===== config.mk =====
export PLATFORM = sky130hd
export DESIGN_NAME = phys_rename_table
export DESIGN_NICKNAME = d
export VERILOG_FILES = /design/src/rtl/rt_pkg.sv /design/src/rtl/rt_map_table.sv /design/src/rtl/rt_free_list.sv /design/src/rtl/phys_rename_table.sv
export SDC_FILE = /design/constraint.sdc
export NUM_CORES = 1
export LEC_CHECK = 0
export ABC_AREA = 0
export BUFFER_PORTS_ARGS = -buffer_cell sky130_fd_sc_hd__buf_2
export CAP_MARGIN = 20
export CORE_MARGIN = 5
export CORE_UTILIZATION = 25
export CTS_BUF_LIST = sky130_fd_sc_hd__clkbuf_16
export DETAILED_ROUTE_END_ITERATION = 10
export PLACE_DENSITY_LB_ADDON = 0.12
export SLEW_MARGIN = 10
export SYNTH_ARGS = -nofsm -noshare
export SYNTH_HDL_FRONTEND = slang
export SYNTH_SLANG_ARGS = --single-unit

===== constraint.sdc =====
create_clock -name clk -period 3.7 [get_ports clk]
set_input_delay 0 -clock clk [delete_from_list [all_inputs] [get_ports clk]]
set_output_delay 0 -clock clk [all_outputs]
set_load 0.005 [all_outputs]

===== src/rtl/rt_pkg.sv =====
package rt_pkg;
    parameter int unsigned LOG_REGS  = 8;
    parameter int unsigned PHYS_REGS = 16;

    localparam int unsigned LW        = $clog2(LOG_REGS);
    localparam int unsigned PW        = $clog2(PHYS_REGS);
    localparam int unsigned BOOT_FREE = PHYS_REGS - LOG_REGS;

    typedef logic [LW-1:0] lreg_t;
    typedef logic [PW-1:0] preg_t;
    typedef logic [PW:0]   fcount_t;

    typedef struct packed {
        logic  valid;
        lreg_t src1;
        lreg_t src2;
        lreg_t dst;
    } ren_req_t;

    typedef struct packed {
        preg_t psrc1;
        preg_t psrc2;
        preg_t pdst;
        preg_t pold;
        logic  has_dst;
    } ren_rsp_t;

    // Physical register found in free-list slot k right after reset
    function automatic preg_t boot_slot(input int unsigned k);
        return preg_t'(LOG_REGS + k);
    endfunction
endpackage


===== src/rtl/rt_map_table.sv =====
module rt_map_table
    import rt_pkg::*;
(
    input  logic  clk,
    input  logic  rst,
    input  logic  flush,
    input  lreg_t rd_a,
    input  lreg_t rd_b,
    input  lreg_t rd_c,
    output preg_t q_a,
    output preg_t q_b,
    output preg_t q_c,
    input  logic  wr_en,
    input  lreg_t wr_lreg,
    input  preg_t wr_preg
);
    preg_t map_q [LOG_REGS];

    always_ff @(posedge clk) begin
        if (rst || flush) begin
            for (int i = 0; i < LOG_REGS; i++) begin
                map_q[i] <= preg_t'(i);
            end
        end else if (wr_en) begin
            map_q[wr_lreg] <= wr_preg;
        end
    end

    // Reads see the table before this cycle's write
    assign q_a = map_q[rd_a];
    assign q_b = map_q[rd_b];
    assign q_c = map_q[rd_c];
endmodule


===== src/rtl/rt_free_list.sv =====
module rt_free_list
    import rt_pkg::*;
(
    input  logic    clk,
    input  logic    rst,
    input  logic    flush,
    input  logic    pop,
    input  logic    push,
    input  preg_t   push_reg,
    output preg_t   head_reg,
    output fcount_t count
);
    localparam int unsigned DEPTH = PHYS_REGS;

    preg_t   slot [DEPTH];
    preg_t   hd_q;
    preg_t   tl_q;
    fcount_t cnt_q;

    always_ff @(posedge clk) begin
        if (rst || flush) begin
            for (int k = 0; k < DEPTH; k++) begin
                slot[k] <= (k < BOOT_FREE) ? boot_slot(k) : preg_t'(0);
            end
            hd_q  <= '0;
            tl_q  <= preg_t'(BOOT_FREE);
            cnt_q <= fcount_t'(BOOT_FREE);
        end else begin
            if (push) begin
                slot[tl_q] <= push_reg;
                tl_q       <= tl_q + 1'b1;
            end
            if (pop) begin
                hd_q <= hd_q + 1'b1;
            end
            cnt_q <= cnt_q + fcount_t'(push) - fcount_t'(pop);
        end
    end

    assign head_reg = slot[hd_q];
    assign count    = cnt_q;
endmodule


===== src/rtl/phys_rename_table.sv =====
module phys_rename_table
    import rt_pkg::*;
(
    input  logic        clk,
    input  logic        rst,
    input  logic        req_valid,
    input  logic [2:0]  req_src1,
    input  logic [2:0]  req_src2,
    input  logic [2:0]  req_dst,
    input  logic        flush,
    input  logic        rel_valid,
    input  logic [3:0]  rel_preg,
    output logic        rename_ready,
    output logic [3:0]  out_psrc1,
    output logic [3:0]  out_psrc2,
    output logic [3:0]  out_pdst,
    output logic [3:0]  out_pold,
    output logic        out_has_dst
);
    ren_req_t req;
    ren_rsp_t rsp;
    preg_t    fl_head;
    fcount_t  fl_count;
    logic     fl_empty;
    logic     fire;
    logic     alloc;
    logic     do_release;

    assign req.valid = req_valid;
    assign req.src1  = lreg_t'(req_src1);
    assign req.src2  = lreg_t'(req_src2);
    assign req.dst   = lreg_t'(req_dst);

    assign fl_empty   = (fl_count == '0);
    assign fire       = req.valid && !fl_empty && !flush;
    assign alloc      = fire && (req.dst != '0);
    assign do_release = rel_valid && !flush;

    rt_map_table u_map (
        .clk     (clk),
        .rst     (rst),
        .flush   (flush),
        .rd_a    (req.src1),
        .rd_b    (req.src2),
        .rd_c    (req.dst),
        .q_a     (rsp.psrc1),
        .q_b     (rsp.psrc2),
        .q_c     (rsp.pold),
        .wr_en   (alloc),
        .wr_lreg (req.dst),
        .wr_preg (fl_head)
    );

    rt_free_list u_free (
        .clk      (clk),
        .rst      (rst),
        .flush    (flush),
        .pop      (alloc),
        .push     (do_release),
        .push_reg (preg_t'(rel_preg)),
        .head_reg (fl_head),
        .count    (fl_count)
    );

    assign rsp.pdst    = fl_head;
    assign rsp.has_dst = alloc;

    assign rename_ready = !fl_empty;
    assign out_psrc1    = rsp.psrc1;
    assign out_psrc2    = rsp.psrc2;
    assign out_pdst     = rsp.pdst;
    assign out_pold     = rsp.pold;
    assign out_has_dst  = rsp.has_dst;
endmodule


# Word level (Yosys, flattened, before mapping)
# Memories as Yosys holds them, arrays and structs flattened. A register that Yosys moved wholly into a read port is not among the register bits.
# Index checks and enable logic that the tools add are counted.
# totals
rom_bits,0
wordCells,36
reg_bits,13
out_inout_bits,18
inputBits,18
memories,2
latchBits,0
mem_bits_rw,96
# memory_table
name,depth,width,read_ports,rd_clocked_by_memory_dff,write_ports,line,rtl
u_free.slot,16,4,1,1,16,rt_free_list.sv:15,preg_t slot [DEPTH];
u_map.map_q,8,4,3,0,8,rt_map_table.sv:17,preg_t map_q [LOG_REGS];
# classes
n_shift,0
eq_ne,0
n_bitwise,0
mul,0
order_cmp,0
div,0
n_mux,16
n_addsub,4
n_reduce_logical,11
# op_table
cell,n
4-bit two-way mux,5
1-bit two-way mux,10
4-bit by 1-bit adder with 4-bit output (second input constant),2
4-bit OR reduction,2
5-bit by 1-bit adder with 5-bit output,1
5-bit zero test,1
5-bit by 1-bit subtractor with 5-bit output,1
1-bit logical AND,4
3-bit two-way mux,1
3-bit nonzero test,1
1-bit zero test,2
1-bit logical OR,1

# Depth between registers and ports, before layout
# logic_depth
depth_word,10
mapped_depth,13
mapped_depth_nobuf,13

# By module
# Synthesis repeated with hierarchy kept, for this count alone.
# unflattened
cells_unflattened,426
area_unflattened_um2,5878.1
# modules_own_cells
mod,n_inst,cells_each,seq_area_each_um2,area_per_inst_um2
rt_free_list,1,288,2262.2,3853.7
rt_map_table,1,132,960.9,1989.4
phys_rename_table,1,6,0.0,35.0

# Least setup slack after synthesis
# OpenSTA, ideal clock, no wires.
# synth_timing
path_type,flip-flop to flip-flop
from,reg u_free.cnt_q[2] (netlist: u_free.count[2])
to,reg u_free.cnt_q[4] (netlist: u_free.count[4])
path_buffers,0
required_time_ns,3.563
slack_ns,0.986
period_less_slack_ns,2.714
arrival_ns,2.577
path_stages_with_launch,14
cell_sequence,dfxtp_1 inv_1 ha_1 nor4b_4 nor4b_4 ha_1 inv_1 ha_1 inv_1 fa_1 nand2b_1 a21oi_1 o21ai_0 nor3b_1
# synth_via
elab_chain_cells,6
word_cells_on_any_way,7
cone_classes,add/sub (2); reduce/logical (5)
# synth_rtl
element,line,rtl
start: declaration,rt_free_list.sv:18,fcount_t cnt_q;
start signal: assignment,rt_free_list.sv:27,cnt_q <= fcount_t'(BOOT_FREE);
start signal: assignment,rt_free_list.sv:36,cnt_q <= cnt_q + fcount_t'(push) - fcount_t'(pop);
5-bit zero test,phys_rename_table.sv:34,assign fl_empty = (fl_count == '0);
1-bit zero test,phys_rename_table.sv:35,assign fire = req.valid && !fl_empty && !flush;
1-bit logical AND (2 in a row),phys_rename_table.sv:35,
1-bit logical AND,phys_rename_table.sv:36,assign alloc = fire && (req.dst != '0);
named net out_has_dst,phys_rename_table.sv:18,output logic out_has_dst
5-bit by 1-bit subtractor with 5-bit output,rt_free_list.sv:36,
# The timed path passes the listed nets, and every way through them passes these cells.
# A chain may end at the register's enable or synchronous reset.

# Final worst setup path
# layout_timing
from,reg u_free.cnt_q[3] (netlist: u_free.count[3])
to,reg u_free.cnt_q[4] (netlist: u_free.count[4])
# layout_via
elab_chain_cells,6
word_cells_on_any_way,7
cone_classes,add/sub (2); reduce/logical (5)
# layout_rtl
element,line
"parallel branches: the longest is 5 deep, another holds 5-bit by 1-bit adder with 5-bit output",n/a
5-bit by 1-bit subtractor with 5-bit output (*),rt_free_list.sv:36
# Mark *: on every way between the ends.

==> summary.md <==
| Metric | Value |
|---|---|
| Hold Slack | `66.99 ps` |
| Dpl hpwl | `11.35 mm` |
| HP Start | `flush` |
| Total die area | `0.02676 mm2` |
| Worst Hold Class | `input port to flip-flop` |
| Global-route usage over all layers | `12.31%` |
| Vias in the first global route | `4011` |
| Largest net degree at the start of global routing | `24` |
| MaxCap Viol Count | `0` |
| Core box area | `0.02333 mm2` |
| R2r setup slk | `720 ps` |
| Worst IR drop on VDD | `0.2653 mV` |
| H-tree levels | `4` |
| Via density | `4.599` |
| Setup CP Type | `flip-flop to flip-flop` |
| Antenna fix cells | `0` |
| Drt first-iter violations | `180` |
| Simple-gate share of the synthesized area | `14.51%` |
| Mux cell area share after synthesis | `19.35%` |
| Gr ovfl total | `0` |
| Reg2Reg Launch Point | `u_free.count[3]$_SDFF_PP1_` |
| CP startpoint kind | `flip-flop` |
| Tmin final | `2978 ps` |
| TNS Setup | `0 ps` |
| IO Port Bufs | `35` |
| Post-synthesis async set-or-reset flop share | `0%` |
| Crit path capture type | `flip-flop` |
| Synth area leader | `edfxtp_1` |
| Gpl congestion | `0.7462` |
| Post-synth top cells | `edfxtp_1, nand2_1, nor3_1` |
| Pre-antenna DRT Iters | `4` |
| Chip Height | `163.6 um` |
| Wire length per cell | `19.07 um` |
| Clk sinks | `113` |
| Final antenna-violating net count | `0` |
| Clk_skew | `10.63 ps` |
| Status | `completed` |
| Cells after Synth | `453` |
| Final Hold Vio Count | `0` |
| Setup Viol. Count Final | `0` |
| Area contributors post-synth | `edfxtp_1, mux4_2, dfxtp_1, mux4_1, nor3_1` |
| FF-to-FF path depth | `13` |
| Fin crit share | `80.48%` |
| Syn Area/Cell | `13.02 um2` |
| I/O pins | `36` |
| Share of cells above drive strength 1 | `24.65%` |
| Initial core utilization | `25.27%` |
| FF+latch count, synth | `113` |
| Worst path required time | `3970 ps` |
| Crit path from | `u_free.count[3]$_SDFF_PP1_` |
| Vias | `3762` |
| Synth Area in Compound Gates | `3.692%` |
| Worst Path Max Fanout | `8` |
| Max Slew Vio Count | `0` |
| CTS root buffer | `clkbuf_16` |
| Site Rows | `56` |
| Overall Power | `3.242 mW` |
| Seq/Total Area, Yosys | `54.66%` |
| Largest family of logic cells by synthesized area | `multiplexers` |
| Pwr/cell area | `466.4 mW/mm2` |
| First-pass GRT wire length | `24.48 mm` |
| Arrival time at the worst endpoint | `3250 ps` |
| Number of synthesized flops with an enable pin | `96` |
| Synth Area in XOR/XNOR | `0.8912%` |
| Dominant cell by count in the synthesized netlist | `edfxtp_1` |
| CTS buffer count | `17` |
| Initial antenna violation count | `0` |
| LEAKAGE | `2.362 nW` |
| Rel. slew slack | `46.45%` |
| CTS tree | `yes` |
| Post_cts resized | `0` |
| Clk buf depth | `2` |
| F_max | `0.3358 GHz` |
| Die width | `163.6 um` |
| Synth top area share | `48.89%` |
| Final core occ | `29.79%` |
| Syn Std Cell Area | `0.005897 mm2` |
| Worst skew pair latency | `410 ps` |
| Post-route DRC | `0` |
| CTS clock-pin slew for the worst setup and hold paths | `50 ps` |
| Synth Area in Adders | `2.673%` |
| Worst hold path cell count | `3` |
| Slew @ Worst Pin | `799.7 ps` |
| Ys flop type | `edfxtp_1` |
| Fill count | `2385` |
| Ys Warns | `0` |
| RSZ-0062 raised after global routing | `no` |
| Final WL | `15.60 mm` |
| Fin nets | `517` |
| Area growth, synth to finish | `17.89%` |
| Library cells used by synthesis | `47` |
-- worst paths after layout --
check	end
max	u_free.count[4]$_SDFF_PP0_
min	flip-flop
max reg2reg	u_free.count[4]$_SDFF_PP0_
min reg2reg	flip-flop
-- kinds of logic after synthesis --
logic type | after synthesis
DFF | 113
adders and majority gates | 12
and+or+nand+nor | 167
muxes | 65
xor gates and xnor gates | 6
AOI/OAI and AO/OA | 35
other | 1
buffers and inverters | 54
-- per-stage QoR --
step	std cells	setup slack (ps)	area (um2)
after floorplan	456	985.7	5908
after detailed placement	785	739.9	6379
after global routing	818	472.8	6952
final	818	722.4	6952
after global placement	785	835.5	6379
after CTS	818	708.5	6952
-- critical path, cell delays in order, from the launching register on --
cell and delay (ps):
dfxtp_1 340, inv_1 70, ha_1 180, nor4b_4 150
nor4b_4 520, ha_1 330, inv_1 60, ha_1 150
inv_1 50, fa_1 380, nand2b_1 170, a21oi_1 210
o21ai_0 90, nor3b_1 140
-- cell usage in the layout, fill, tap and decap left out, types with 4 or more instances in the layout --
cell	count
dfxtp_1	17
mux4_2	24
inv_1	23
or2_2	8
nor2_1	31
clkinv_2	5
mux2_2	10
ha_1	11
a21oi_1	10
mux2i_1	18
nor3_1	37
nand2_1	42
o21ai_0	10
nand2b_1	5
buf_2	35
nand4_1	14
nand3_1	10
clkbuf_16	17
mux4_1	10
nor2b_1	5
edfxtp_1	96
buf_4	8
conb_1	4
-- final cells by class --
class / instances / area, um2 / area share (%)
inverters: 21 / 78.83 / 1.134
multi-input cells: 289 / 2442 / 35.13
clock inverters: 14 / 127.6 / 1.836
well taps: 319 / 399.1 / 5.742
clock buffers: 17 / 425.4 / 6.120
repair buffers: 45 / 255.2 / 3.672
flip-flops and latches: 113 / 3223 / 46.36
-- state kept, by name, summed over array words and instances, names as in the netlist, named ones only --
| signal | cells |
|---|---|
| u_free.hd_q | 4 |
| u_free.tl_q | 4 |
| u_map.map_q | 32 |
| u_free.count | 5 |
| u_free.slot | 64 |
-- metal layers --
metal | GRT usage (%) | part of all wire (%) | up-vias
li1 | - | - | 1783
met1 | 14.52 | 42 | 1887
met2 | 22.19 | 53 | 79
met3 | 2.952 | 3.6 | 13
met4 | 3.698 | 1.3 | 0
met5 | 0 | 0 | -
-- what timing repair did --
action / CTS / global route
buffers inserted: 0 / 0
hold buffers: 2 / 0
hold endpoints to repair: 4 / 0
setup endpoints to repair: 0 / 0
-- report_power, final --
group	leakage, nW	total (mW)	internal [mW]	switching [mW]
combinational	1.00	0.254	0.109	0.145
sequential	1.08	1.45	1.42	0.0272
clock	0.278	1.54	0.971	0.568
total	2.36	3.24	2.50	0.741
(Power assumes the default switching activity.)
